$ cat config.mk
export PLATFORM = sky130hd
export DESIGN_NAME = lo_label_mon
export DESIGN_NICKNAME = d
export VERILOG_FILES = /design/src/rtl/lbl_pkg.sv /design/src/rtl/lbl_persist.sv /design/src/rtl/lbl_alarm.sv /design/src/rtl/lbl_delta.sv /design/src/rtl/lo_label_mon.sv
export SDC_FILE = /design/constraint.sdc
export NUM_CORES = 1
export LEC_CHECK = 0
export ABC_AREA = 1
export BUFFER_PORTS_ARGS = -buffer_cell sky130_fd_sc_hd__buf_4
export CAP_MARGIN = 15
export CELL_PAD_IN_SITES_DETAIL_PLACEMENT = 0
export CELL_PAD_IN_SITES_GLOBAL_PLACEMENT = 1
export CORE_MARGIN = 10
export CORE_UTILIZATION = 34
export DETAILED_ROUTE_END_ITERATION = 10
export PLACE_DENSITY = 0.76
export SYNTH_ARGS = -nofsm -noshare
export SYNTH_HDL_FRONTEND = slang
export SYNTH_SLANG_ARGS = --single-unit
$ cat constraint.sdc
create_clock -name clk -period 2.1 [get_ports clk]
set_input_delay 0 -clock clk [delete_from_list [all_inputs] [get_ports clk]]
set_output_delay 0 -clock clk [all_outputs]
set_load 0.02 [all_outputs]
$ cat src/rtl/lbl_pkg.sv
// Package: shared constants for the low-order label monitor.
// Assumes one monitored tributary; the condition index orders the change-bit vector.
package lbl_pkg;
    localparam int LBL_W    = 3;
    localparam int CNT_W    = 4;
    localparam int NUM_COND = 2;

    typedef enum int {
        COND_UNEQ = 0,
        COND_PLM  = 1
    } cond_e;
endpackage

$ cat src/rtl/lbl_persist.sv
// Module: persistence filter for the incoming label.
// Assumes lbl_vld marks one sample per multiframe; other cycles are ignored.
// A sample is accepted when it has been seen need_n consecutive valid times.
module lbl_persist #(
    parameter int LW = 3,
    parameter int CW = 4
) (
    input  logic          clk,
    input  logic          rst_n,
    input  logic          vld,
    input  logic [LW-1:0] lbl,
    input  logic [CW-1:0] persist_n,
    output logic [LW-1:0] acc_lbl,
    output logic          acc_seen
);
    localparam logic [CW-1:0] CNT_MAX = {CW{1'b1}};
    localparam logic [CW-1:0] CNT_ONE = {{(CW-1){1'b0}}, 1'b1};

    logic [LW-1:0] prev_lbl;
    logic [CW-1:0] run_cnt;
    logic [CW-1:0] run_nx;
    logic [CW-1:0] need_n;
    logic          take;

    // Purpose: clamp threshold, compute next run length and the accept decision.
    always_comb begin
        need_n = (persist_n == '0) ? CNT_ONE : persist_n;
        if (run_cnt == '0 || lbl != prev_lbl)
            run_nx = CNT_ONE;
        else if (run_cnt == CNT_MAX)
            run_nx = CNT_MAX;
        else
            run_nx = run_cnt + CNT_ONE;
        take = (run_nx >= need_n) && (!acc_seen || lbl != acc_lbl);
    end

    // Purpose: update run tracking and accepted label on valid samples.
    always_ff @(posedge clk) begin
        if (!rst_n) begin
            prev_lbl <= '0;
            run_cnt  <= '0;
            acc_lbl  <= '0;
            acc_seen <= 1'b0;
        end else if (vld) begin
            prev_lbl <= lbl;
            run_cnt  <= run_nx;
            if (take) begin
                acc_lbl  <= lbl;
                acc_seen <= 1'b1;
            end
        end
    end
endmodule

$ cat src/rtl/lbl_alarm.sv
// Module: derives unequipped and mismatch status from the accepted label.
// Assumes acc_seen is 0 until a first label is accepted; alarms stay 0 before that.
// Exposes both the registered status and its next value for change detection.
module lbl_alarm #(
    parameter int              LW      = 3,
    parameter logic [LW-1:0]   PLM_OFF = 3'b001
) (
    input  logic          clk,
    input  logic          rst_n,
    input  logic [LW-1:0] acc_lbl,
    input  logic          acc_seen,
    input  logic [LW-1:0] exp_lbl,
    output logic          uneq_nx,
    output logic          plm_nx,
    output logic          uneq_q,
    output logic          plm_q
);
    // Purpose: next alarm values, mismatch suppressed by PLM_OFF or unequipped.
    always_comb begin
        uneq_nx = acc_seen && (acc_lbl == '0);
        plm_nx  = acc_seen && !uneq_nx && (exp_lbl != PLM_OFF) && (acc_lbl != exp_lbl);
    end

    // Purpose: register alarm status.
    always_ff @(posedge clk) begin
        if (!rst_n) begin
            uneq_q <= 1'b0;
            plm_q  <= 1'b0;
        end else begin
            uneq_q <= uneq_nx;
            plm_q  <= plm_nx;
        end
    end
endmodule

$ cat src/rtl/lbl_delta.sv
// Module: sticky change bits with write-1 clear, per-bit mask and one interrupt.
// Assumes cond_nx/cond_q are the next and current values of each alarm.
// A set coinciding with a clear keeps the bit set.
module lbl_delta #(
    parameter int NC = 2
) (
    input  logic          clk,
    input  logic          rst_n,
    input  logic [NC-1:0] cond_nx,
    input  logic [NC-1:0] cond_q,
    input  logic [NC-1:0] clr,
    input  logic [NC-1:0] mask,
    output logic [NC-1:0] dlt,
    output logic          irq
);
    genvar gi;
    generate
        for (gi = 0; gi < NC; gi++) begin : g_cond
            // Purpose: hold one change bit, set on alarm edge, clear on write-1.
            always_ff @(posedge clk) begin
                if (!rst_n)
                    dlt[gi] <= 1'b0;
                else
                    dlt[gi] <= (dlt[gi] & ~clr[gi]) | (cond_nx[gi] ^ cond_q[gi]);
            end
        end
    endgenerate

    // Purpose: gather unmasked change bits into the interrupt.
    always_comb irq = |(dlt & ~mask);
endmodule

$ cat src/rtl/lo_label_mon.sv
// Module: top of the low-order path label monitor.
// Assumes synchronous active-low reset and one label sample per strobe.
// Chains persistence filter, alarm evaluation and change/interrupt logic.
module lo_label_mon
    import lbl_pkg::*;
#(
    parameter logic [LBL_W-1:0] PLM_OFF = 3'b001
) (
    input  logic             clk,
    input  logic             rst_n,
    input  logic             lbl_vld,
    input  logic [LBL_W-1:0] lbl_in,
    input  logic [CNT_W-1:0] persist_n,
    input  logic [LBL_W-1:0] exp_lbl,
    input  logic             mask_uneq,
    input  logic             mask_plm,
    input  logic             clr_uneq,
    input  logic             clr_plm,
    output logic [LBL_W-1:0] acc_lbl,
    output logic             uneq,
    output logic             plm,
    output logic             uneq_dlt,
    output logic             plm_dlt,
    output logic             irq
);
    logic                acc_seen;
    logic                uneq_nx;
    logic                plm_nx;
    logic [NUM_COND-1:0] c_nx, c_q, c_clr, c_mask, c_dlt;

    lbl_persist #(.LW(LBL_W), .CW(CNT_W)) i_persist (
        .clk(clk), .rst_n(rst_n), .vld(lbl_vld), .lbl(lbl_in),
        .persist_n(persist_n), .acc_lbl(acc_lbl), .acc_seen(acc_seen)
    );

    lbl_alarm #(.LW(LBL_W), .PLM_OFF(PLM_OFF)) i_alarm (
        .clk(clk), .rst_n(rst_n), .acc_lbl(acc_lbl), .acc_seen(acc_seen),
        .exp_lbl(exp_lbl), .uneq_nx(uneq_nx), .plm_nx(plm_nx),
        .uneq_q(uneq), .plm_q(plm)
    );

    // Purpose: pack per-condition signals in condition-index order.
    always_comb begin
        c_nx[COND_UNEQ]   = uneq_nx;
        c_nx[COND_PLM]    = plm_nx;
        c_q[COND_UNEQ]    = uneq;
        c_q[COND_PLM]     = plm;
        c_clr[COND_UNEQ]  = clr_uneq;
        c_clr[COND_PLM]   = clr_plm;
        c_mask[COND_UNEQ] = mask_uneq;
        c_mask[COND_PLM]  = mask_plm;
        uneq_dlt          = c_dlt[COND_UNEQ];
        plm_dlt           = c_dlt[COND_PLM];
    end

    lbl_delta #(.NC(NUM_COND)) i_delta (
        .clk(clk), .rst_n(rst_n), .cond_nx(c_nx), .cond_q(c_q),
        .clr(c_clr), .mask(c_mask), .dlt(c_dlt), .irq(irq)
    );
endmodule

# Word level (Yosys, flattened, before mapping)
# Cells that the tools add are included.
totals:
  inputBits: 17
  ff_bits: 15
classes:
  eq_ne: 5
  addsub: 1
  reduce_logical: 14
  muxes: 3
  n_lt_le_gt_ge: 1
  n_bitwise: 10
op_table:
  columns: ["op", "count"]
  rows:
  - ["$mux 4", 3]
  - ["$ne 3x3->1", 3]
  - ["$logic_not 4->1", 2]
  - ["$logic_and 1x1->1", 5]
  - ["$add 4x1->4 const B", 1]
  - ["$eq 4x4->1 const B", 1]
  - ["$ge 4x4->1", 1]
  - ["$logic_not 3->1", 1]
  - ["$ne 3x1->1 const B", 1]
  - ["$and 1x1->1", 2]
  - ["$and 2x2->2", 1]
  - ["$logic_not 1->1", 2]
  - ["$logic_or 1x1->1", 2]
  - ["$not 1->1", 2]
  - ["$not 2->2", 1]
  - ["$or 1x1->1", 2]
  - ["$reduce_and 2->1", 1]
  - ["$reduce_or 2->1", 1]
  - ["$xor 1x1->1", 2]

# Logic depth before layout (Yosys ltp)
# Gate-level depths: netlist of the first run.
depth:
  depth_word: 8
  mapped_depth: 17
  ltp_nobuf: 17

# Hierarchy
# Synthesis of the first run repeated with hierarchy kept, for this count alone.
unflattened:
  hier_cells: 165
  hier_area_um2: 1051.0
modules_own_cells:
  columns: ["module", "seq_area_each_um2", "cells_each", "area_per_inst_um2", "instances"]
  rows:
  - ["lbl_persist", 220.2, 116, 783.3, 1]
  - ["lbl_alarm", 40.0, 26, 143.9, 1]
  - ["lbl_delta", 40.0, 23, 123.9, 1]

# Worst setup path after synthesis of the first run
# No wires, ideal clock.
synth_timing:
  path_type: "reg-to-reg"
  from: "register i_persist.run_cnt[0]"
  to: "register i_persist.acc_lbl[0]"
  slack_ns: 0.118
  t_arrival_ns: 1.872
  period_less_slack_ns: 1.982
  stages_incl_launch_ff: 15
  cell_sequence: "dfxtp_1 inv_1 ha_1 or2_2 nand2_2 inv_1 ha_1 nand2_1 nand2_1 nand2_1 nand3_1 nand3_2 nand2_1 inv_2 nor2_1"
synth_between:
  elab_chain_len: 6
synth_lines:
  columns: ["element", "line", "text"]
  rows:
  - ["start: declaration", "lbl_persist.sv:20", "logic [CW-1:0] run_cnt;"]
  - ["start signal: assignment", "lbl_persist.sv:46", "run_cnt <= run_nx;"]
  - ["$add 4x1->4 (tied with other cells)", "lbl_persist.sv:33", "run_nx = run_cnt + CNT_ONE;"]
  - ["$mux 4 / $logic_or 1x1->1 (equally long branches)", "lbl_persist.sv:30, lbl_persist.sv:28", null]
  - ["$mux 4 *", "lbl_persist.sv:28", "if (run_cnt == '0 || lbl != prev_lbl)"]
  - ["named net i_persist.run_nx[1]", "lbl_persist.sv:21", "logic [CW-1:0] run_nx;"]
  - ["$ge 4x4->1 *", "lbl_persist.sv:34", "take = (run_nx >= need_n) && (!acc_seen || lbl != acc_lbl);"]
  - ["$logic_and 1x1->1 *", "lbl_persist.sv:34", null]
  - ["$reduce_and 2->1 (no source line) *", null, null]
  - ["end signal: assignment", "lbl_persist.sv:48", "acc_lbl <= lbl;"]
  - ["end: declaration", "lbl_persist.sv:13", "output logic [LW-1:0] acc_lbl,"]
# The timed path passes the listed nets; every way through them passes the cells marked *.
# A chain may end at the register's enable or synchronous reset.

# Worst setup path in the final report of the first run
layout_timing:
  from: "register i_persist.run_cnt[1]"
  to: "register i_persist.acc_lbl[2]"
# The elaborated chain is that of the path after synthesis.

==> flow_metrics.tcl, run 1 <==
set metrics [dict create \
    status "completed" \
    path_max_fanout 4 \
    dp_slack_ps -44.9 \
    final_util_pct 49.2 \
    die_h_microns 74.4 \
    netlist_area_sq_um 1000 \
    io_buffers 24 \
    grt_pass1_wl_mm 4.41 \
    skew_ps 2.03 \
    initial_core_util_pct 36.1 \
    vias_per_cell 4.64 \
    hold_class "in -> reg" \
    clk_pin_slew_worst_paths_ps 90 \
    io_pins 25 \
    synth.net_count 178 \
    vdd_ir_drop_max_uv 331 \
    fin_nets 209 \
    place_inst 210 \
    power_density_nw_per_um2 500 \
    ys_ff_latch 15 \
    worst_slew_pin_slew_ps 220 \
    grtUsageTotal_pct 9.87 \
    synth_top_cells_by_area "dfxtp_1, nand2_1, inv_1, ha_1, nor2_1" \
    cp-start-kind "flip-flop" \
    p_leak_nw 0.697 \
    core.rowCount 19 \
    grt_max_degree 19 \
    final_cell_count_no_fill 216 \
    cts.sinks 15 \
    cts.path.max_buffers 2 \
    yosysWarnings 0 \
    die-area_sq_um 5530 \
    grt_antenna_before_repair 0 \
    avgSynthCellArea_sq_um 6.48 \
    cp-end-kind "flip-flop" \
    insertedDiodeCount 0 \
    insertion_delay_ps 290 \
    setup_ws_ps 127 \
    mostFrequentLayoutCell "buf_4" \
    drv_slew 0 \
    cts_tree "done" \
    holdWs_ps 6.90 \
    drive_above_1_share_pct 41.6 \
    finalWirelength_mm 2.50 \
    fin_crit_sh_pct 94.0 \
    netlist_instances 155 \
    maxCapViolations 0 \
    overflow 0 \
    finalHoldViolCount 0 \
    htree_num_levels 1 \
    ant_nets 0 \
    drc 0 \
    clockRootBuffer "clkbuf_4" \
    num_vias 1003 \
    cts_inserted_buffers 3 \
    dr.pass1.iters 4 \
    fin_crit_ps 1970 \
    critPathKind "reg -> reg" \
    post-synth-top-area-fraction_pct 29.9 \
    gp_congestion 0.784 \
    synth_top_area_cell "dfxtp_1" \
    relSlewSlack_pct 85.2 \
    routedWlPerCell_microns 11.6 \
    die_width_microns 74.4 \
    power_mw 0.684 \
    ys_seq_area_share_pct 29.9 \
    syn_to_final_growth_pct 36.1 \
    core_area_sq_um 2780 \
    drt_iter0_markers 22 \
    final_cell_mix "buf_4, nand2_1, inv_1" \
    yosysUniqueCellTypes 26 \
    required_ps 2340 \
    critical_path_arrival_ps 2210 \
    max_freq_mhz 507 \
    hpwl_mm 1.94 \
    setup_viol 0 \
    grt_pass1_vias 973 \
]
-- kinds of logic (layout without fill, tap and decap cells) --
family | count (synthesis) | count (layout) | synth area share [%]
AOI/OAI and AO/OA | 21 | 21 | 12.5
buffers and inverters | 35 | 65 | 13.3
DFF | 15 | 15 | 29.9
adders and majority gates | 6 | 6 | 7.47
xor gates and xnor gates | 4 | 4 | 3.49
and+or+nand+nor | 74 | 74 | 33.4
-- stage by stage --
stage | instance area [sq um] | setup TNS [ps]
6_report | 1370 | 0
5_1_grt | 1370 | -12.0
4_1_cts | 1280 | 0
3_5_place_dp | 1230 | -117
3_3_place_gp | 1230 | -8.61
2_1_floorplan | 1000 | 0
-- registers in the layout, indices dropped and copies added (netlist names) --
register            cells
i_alarm.plm_q           1
i_alarm.uneq_q          1
i_delta.dlt             2
i_persist.acc_lbl       3
i_persist.acc_seen      1
i_persist.prev_lbl      3
i_persist.run_cnt       4
-- layer usage --
layer | wire length, microns | GRT usage (%) | vias up
met5 | 0 | 0 | -
met4 | 21 | 3.66 | 0
met3 | 115 | 3.19 | 2
met2 | 1320 | 17.3 | 11
met1 | 1040 | 10.8 | 452
li1 | - | - | 538
-- worst paths after layout --
kind                                          start  slack [ps]                           endpoint  cells after the start
setup reg to reg  i_persist.run_cnt[1]$_SDFFE_PN0P_         130  i_persist.acc_lbl[2]$_SDFFE_PN0P_                     14
hold / removal                                rst_n           7  i_persist.acc_lbl[1]$_SDFFE_PN0P_                      3
setup / recovery  i_persist.run_cnt[1]$_SDFFE_PN0P_         130  i_persist.acc_lbl[2]$_SDFFE_PN0P_                     14
hold reg to reg     i_persist.acc_seen$_SDFFE_PN0P_         490    i_persist.acc_seen$_SDFFE_PN0P_                      2
-- cell usage after synthesis --
cell,count
inv_2,8
nand2_1,31
xnor2_1,1
dfxtp_1,15
a31o_2,1
inv_1,23
nand4_1,4
nor3_1,1
o22ai_1,1
nand2_2,5
buf_2,2
ha_1,6
or2_2,2
o21ai_1,2
nand3_2,1
nor2_2,4
clkbuf_1,1
nor2_1,19
nand3_1,6
o21ai_2,1
xor2_1,3
clkinv_1,1
a21oi_1,6
o21ai_0,7
and2_4,1
a21oi_2,3
-- final cells by class --
class	instances	area, sq um
fillers	285	1410
flip-flops and latches	15	305
repair buffers	29	220
well taps	31	38.8
multi-input cells	105	657
clock buffers	4	26.3
inverters	32	120
-- worst max-delay path: stages, from the launching register on --
cell and delay, ps:
dfxtp_2 370, inv_1 50, ha_2 260, or2_2 300, nand2_2 80, inv_2 50
ha_4 260, nand2_1 50, nand2_1 60, nand2_2 60, nand3_4 100, nand3_4 90
nand2_2 90, inv_2 30, nor2_2 80
-- power by group --
part           internal, mW  leakage, nW  total [mW]  switching, mW
registers             0.301        0.124       0.319         0.0175
logic                0.0872        0.558       0.193          0.106
clock network        0.0739       0.0150       0.172         0.0980
-- repair_timing --
action                     CTS  global route
pin swaps                    0             7
buffers inserted             0             1
hold buffers                 1             0
hold endpoints to repair     1             0
setup endpoints to repair    3             4
gates resized for setup      3            22
(Power assumes the default switching activity.)
==> run 2: changes to the inputs <==
Clock period 2.1 ns to 2.2 ns, I/O delays scaled along.
==> flow_metrics.tcl, run 2 (synthesis gave the netlist of run 1 again) <==
set metrics [dict create \
    drv_slew 0 \
    postLayoutCellArea_sq_um 1280 \
    grt_pass1_wl_mm 4.26 \
    grtUsageTotal_pct 9.47 \
    status "completed" \
    cts.path.max_buffers 2 \
    routedWlPerCell_microns 11.5 \
    worst_slew_pin_slew_ps 237 \
    dr.pass1.iters 4 \
    die-area_sq_um 5530 \
    holdWs_ps 8.56 \
    finalHoldViolCount 0 \
    cp-start-kind "flip-flop" \
    power_density_nw_per_um2 493 \
    setup_viol 0 \
    required_ps 2420 \
    place_area_sq_um 1210 \
    clk_pin_slew_worst_paths_ps 90 \
    insertedDiodeCount 0 \
    htree_num_levels 1 \
    syn_to_final_growth_pct 27.3 \
    hpwl_mm 1.96 \
    mostFrequentLayoutCell "nand2_1" \
    hold_class "in -> reg" \
    regMostFlops "i_persist.run_cnt" \
    maxCapViolations 0 \
    finalWirelength_mm 2.43 \
    max_freq_mhz 486 \
    io_buffers 24 \
    grt_antenna_before_repair 0 \
    drc 0 \
    relSlewSlack_pct 84.2 \
    skew_ps 2.18 \
    gp_congestion 0.749 \
    largest_reg_flops 4 \
    critical_path_arrival_ps 2280 \
    num_vias 963 \
    tns_ps 0 \
    cts_tree "done" \
    p_leak_nw 0.663 \
    die_width_microns 74.4 \
    initial_core_util_pct 36.1 \
    insertion_delay_ps 280 \
    cts.sinks 15 \
    clockRootBuffer "clkbuf_4" \
    grt_pass1_vias 1002 \
    vdd_ir_drop_max_uv 289 \
    critPathKind "reg -> reg" \
    path_max_fanout 5 \
    cts_inserted_buffers 3 \
    drt_iter0_markers 44 \
    fin_crit_ps 2060 \
    grt_max_degree 19 \
    fin_nets 204 \
    vias_per_cell 4.56 \
    rsz0062_at_grt "true" \
    overflow 0 \
    place_inst 207 \
    drive_above_1_share_pct 33.3 \
    final_cell_count_no_fill 211 \
    core_area_sq_um 2780 \
    die_h_microns 74.4 \
    fin_crit_sh_pct 93.5 \
    power_mw 0.631 \
    io_pins 25 \
    core.rowCount 19 \
    cts_setup_buffers 0 \
    top_regs "i_persist.run_cnt x4, i_persist.acc_lbl x3, i_persist.prev_lbl x3" \
    final_cell_mix "nand2_1, buf_4, inv_1" \
    ant_nets 0 \
    cp-end-kind "flip-flop" \
]
[run 2: cell count changes in the layout (fill, tap and decap cells not counted), sizes merged]
cell / previous run / this run
dlygate4sd3: 1 / 0
inv: 32 / 31
clkinv: 0 / 1
buf: 28 / 24
[run 2: routing by layer]
layer / up-vias / GRT usage, % / share of wire, %
met4: 0 / 3.66 / 0.58
met3: 2 / 2.26 / 4.3
met2: 11 / 17.6 / 54
met5: - / 0 / 0
met1: 421 / 10.0 / 41
li1: 529 / - / -
[run 2: power by group]
| group | internal [mW] | switching [mW] |
|---|---|---|
| logic | 0.0737 | 0.0934 |
| clock network | 0.0703 | 0.0893 |
| registers | 0.288 | 0.0158 |
[run 2: timing repair]
item,4_1_cts,5_1_grt
endpoints found under the setup margin,0,4
hold buffers,0,0
gates resized for setup,0,9
[run 2: final timing paths]
kind                                          start                            endpoint  slack (ps)  depth (start not counted)
setup reg to reg  i_persist.run_cnt[0]$_SDFFE_PN0P_   i_persist.acc_lbl[2]$_SDFFE_PN0P_         140                         14
setup / recovery  i_persist.run_cnt[0]$_SDFFE_PN0P_   i_persist.acc_lbl[2]$_SDFFE_PN0P_         140                         14
hold / removal                            lbl_in[0]  i_persist.prev_lbl[0]$_SDFFE_PN0P_           9                          3
hold reg to reg     i_persist.acc_seen$_SDFFE_PN0P_     i_persist.acc_seen$_SDFFE_PN0P_         490                          2
[run 2: through the flow]
stage,utilization [%],setup WS (ps)
2_1_floorplan,-,218
3_3_place_gp,43.5,87.2
3_5_place_dp,43.5,62.1
4_1_cts,44.4,35.5
5_1_grt,46.0,-26.7
6_report,46.0,143
[run 2: area by class of cell]
cell class	instances	area [sq um]
inverter	32	120
sequential	15	303
timing repair buffer	24	180
tap	31	38.8
clock buffer	4	26.3
multi-input combinational	105	611
fill	298	1500
[run 2: critical path, cell delays in order, from the launching register on]
cell	delay, ps
dfxtp_2	370
inv_1	50
ha_1	280
or2_2	300
nand2_2	90
inv_1	70
ha_4	260
nand2_1	50
nand2_1	60
nand2_1	80
nand3_4	110
nand3_4	90
nand2_1	90
inv_2	30
nor2_1	80
==> run 3: changes to the inputs <==
Settings changed: SETUP_SLACK_MARGIN from default to 0.15.
==> flow_metrics.tcl, run 3 (synthesis gave the netlist of run 1 again) <==
set metrics [dict create \
    crit_slowest_cell "dfxtp_4" \
    power_mw 0.665 \
    hold_path_depth 3 \
    tns_ps 0 \
    io_buffers 24 \
    hpwl_mm 1.96 \
    drv_slew 0 \
    io_pins 25 \
    p_int_mw 0.445 \
    clkPwrFrac_pct 24.9 \
    dp_slack_ps 62.1 \
    power_density_nw_per_um2 472 \
    regMostFlops "i_persist.run_cnt" \
    largest_reg_flops 4 \
    r2r_cells 17 \
    routedWlPerCell_microns 12.5 \
    max_stage_delay_ps 380 \
    gp_congestion 0.749 \
    cts_tree "done" \
    final_cell_mix "buf_4, nand2_1, inv_1" \
    critical_path_arrival_ps 2180 \
    worst_slew_pin_slew_ps 232 \
    p_leak_nw 0.713 \
    relSlewSlack_pct 84.5 \
    cts_inserted_buffers 3 \
    grt_pass1_wl_mm 4.29 \
    critPathKind "reg -> reg" \
    num_vias 1008 \
    required_ps 2430 \
    cts.path.max_buffers 2 \
    switching_share_pct 33.1 \
    finalHoldViolCount 0 \
    fin_crit_ps 1950 \
    grt_max_degree 19 \
    htree_num_levels 1 \
    hold_class "in -> reg" \
    die-area_sq_um 5530 \
    finalWirelength_mm 2.68 \
    max_freq_mhz 512 \
    top_regs "i_persist.run_cnt x4, i_persist.acc_lbl x3, i_persist.prev_lbl x3" \
    initial_core_util_pct 36.1 \
    cts_hold_buf 0 \
    ant_nets 0 \
    switching_power_mw 0.220 \
    insertedDiodeCount 0 \
    die_width_microns 74.4 \
    maxCapViolations 0 \
    cp-end-kind "flip-flop" \
    dr.pass1.iters 3 \
    mostFrequentLayoutCell "buf_4" \
    clockRootBuffer "clkbuf_4" \
    p_comb_share_pct 29.2 \
    status "completed" \
    core.rowCount 19 \
    cp-start-kind "flip-flop" \
    rsz0062_at_grt "false" \
    grtUsageTotal_pct 9.53 \
    syn_to_final_growth_pct 40.3 \
    drt_iter0_markers 52 \
    drc 0 \
    setup_ws_ps 248 \
    overflow 0 \
    vias_per_cell 4.69 \
    fin_crit_sh_pct 88.7 \
    grt_antenna_before_repair 0 \
    fin_nets 208 \
    insertion_delay_ps 280 \
    path_cells "inv_4 > ha_4 > nand2_2 > nor2_2 > nor2_2 > and2_4 > nand2_4 > inv_2 > ha_4 > nand2_2 > inv_2 > nand3_2 > nand3_4 > nand3_4 > nand2_2 > inv_2 > nor2_2" \
    clk_pin_slew_worst_paths_ps 100 \
    setup_viol 0 \
    core_area_sq_um 2780 \
    die_h_microns 74.4 \
    skew_ps 4.05 \
    path_max_fanout 4 \
    vdd_ir_drop_max_uv 323 \
    seqPwrFrac_pct 45.8 \
    grt_pass1_vias 1012 \
    cts.sinks 15 \
    drive_above_1_share_pct 45.1 \
]
-- run 3: changes by cell type in the layout (fill, tap and decap cells not counted), sizes merged --
cell / previous run / this run
buf: 24 / 28
clkinv: 1 / 0
inv: 31 / 32
-- run 3: worst paths after layout --
path	slack [ps]	end	from
max	250	i_persist.acc_lbl[2]$_SDFFE_PN0P_	i_persist.run_cnt[0]$_SDFFE_PN0P_
min	9	i_persist.prev_lbl[0]$_SDFFE_PN0P_	lbl_in[0]
max reg2reg	250	i_persist.acc_lbl[2]$_SDFFE_PN0P_	i_persist.run_cnt[0]$_SDFFE_PN0P_
min reg2reg	490	i_persist.acc_seen$_SDFFE_PN0P_	i_persist.acc_seen$_SDFFE_PN0P_
-- run 3: per-stage QoR --
| stage | util, % | hold WS, ps | cell area [sq um] | instances |
|---|---|---|---|---|
| floorplan | - | 133 | 1000 | 155 |
| global placement | 43.5 | 276 | 1210 | 207 |
| detailed placement | 43.5 | 280 | 1210 | 207 |
| CTS | 45.0 | 3.41 | 1250 | 212 |
| global route | 50.7 | 25.1 | 1410 | 215 |
| finish | 50.7 | 8.76 | 1410 | 215 |
-- run 3: layout make-up --
cell class	instances	area, sq um
fill	291	1370
tap	31	38.8
inverter	32	123
timing repair buffer	28	210
clock buffer	4	26.3
sequential	15	308
multi-input combinational	105	704
-- run 3: critical path, delay by kind of cell, from the launching register on --
kind	cells	cell delay, ps
buffers and inverters	4	190
flip-flops	1	380
adder cells (fa/ha/maj)	2	380
AND/OR/NAND/NOR	11	940
-- run 3: metal layers --
| metal | track usage [%] | vias to the layer above | routed length (microns) |
|---|---|---|---|
| li1 | - | 539 | - |
| met1 | 10.0 | 458 | 1060 |
| met2 | 17.7 | 9 | 1510 |
| met3 | 2.26 | 2 | 99 |
| met4 | 3.66 | 0 | 14 |
| met5 | 0 | - | 0 |
-- run 3: power by group through the flow --
stage | sequential, mW | clock [mW] | combinational [mW]
floorplan | 0.315 | 0 | 0.0975
global placement | 0.309 | 0 | 0.159
detailed placement | 0.310 | 0 | 0.160
CTS | 0.304 | 0.169 | 0.164
global route | 0.308 | 0.182 | 0.219
finish | 0.305 | 0.166 | 0.194
-- run 3: what timing repair did --
item,in CTS,in global routing
setup buffers,1,3
setup endpoints to repair,4,4
pin swaps,1,12
gates resized for setup,3,34
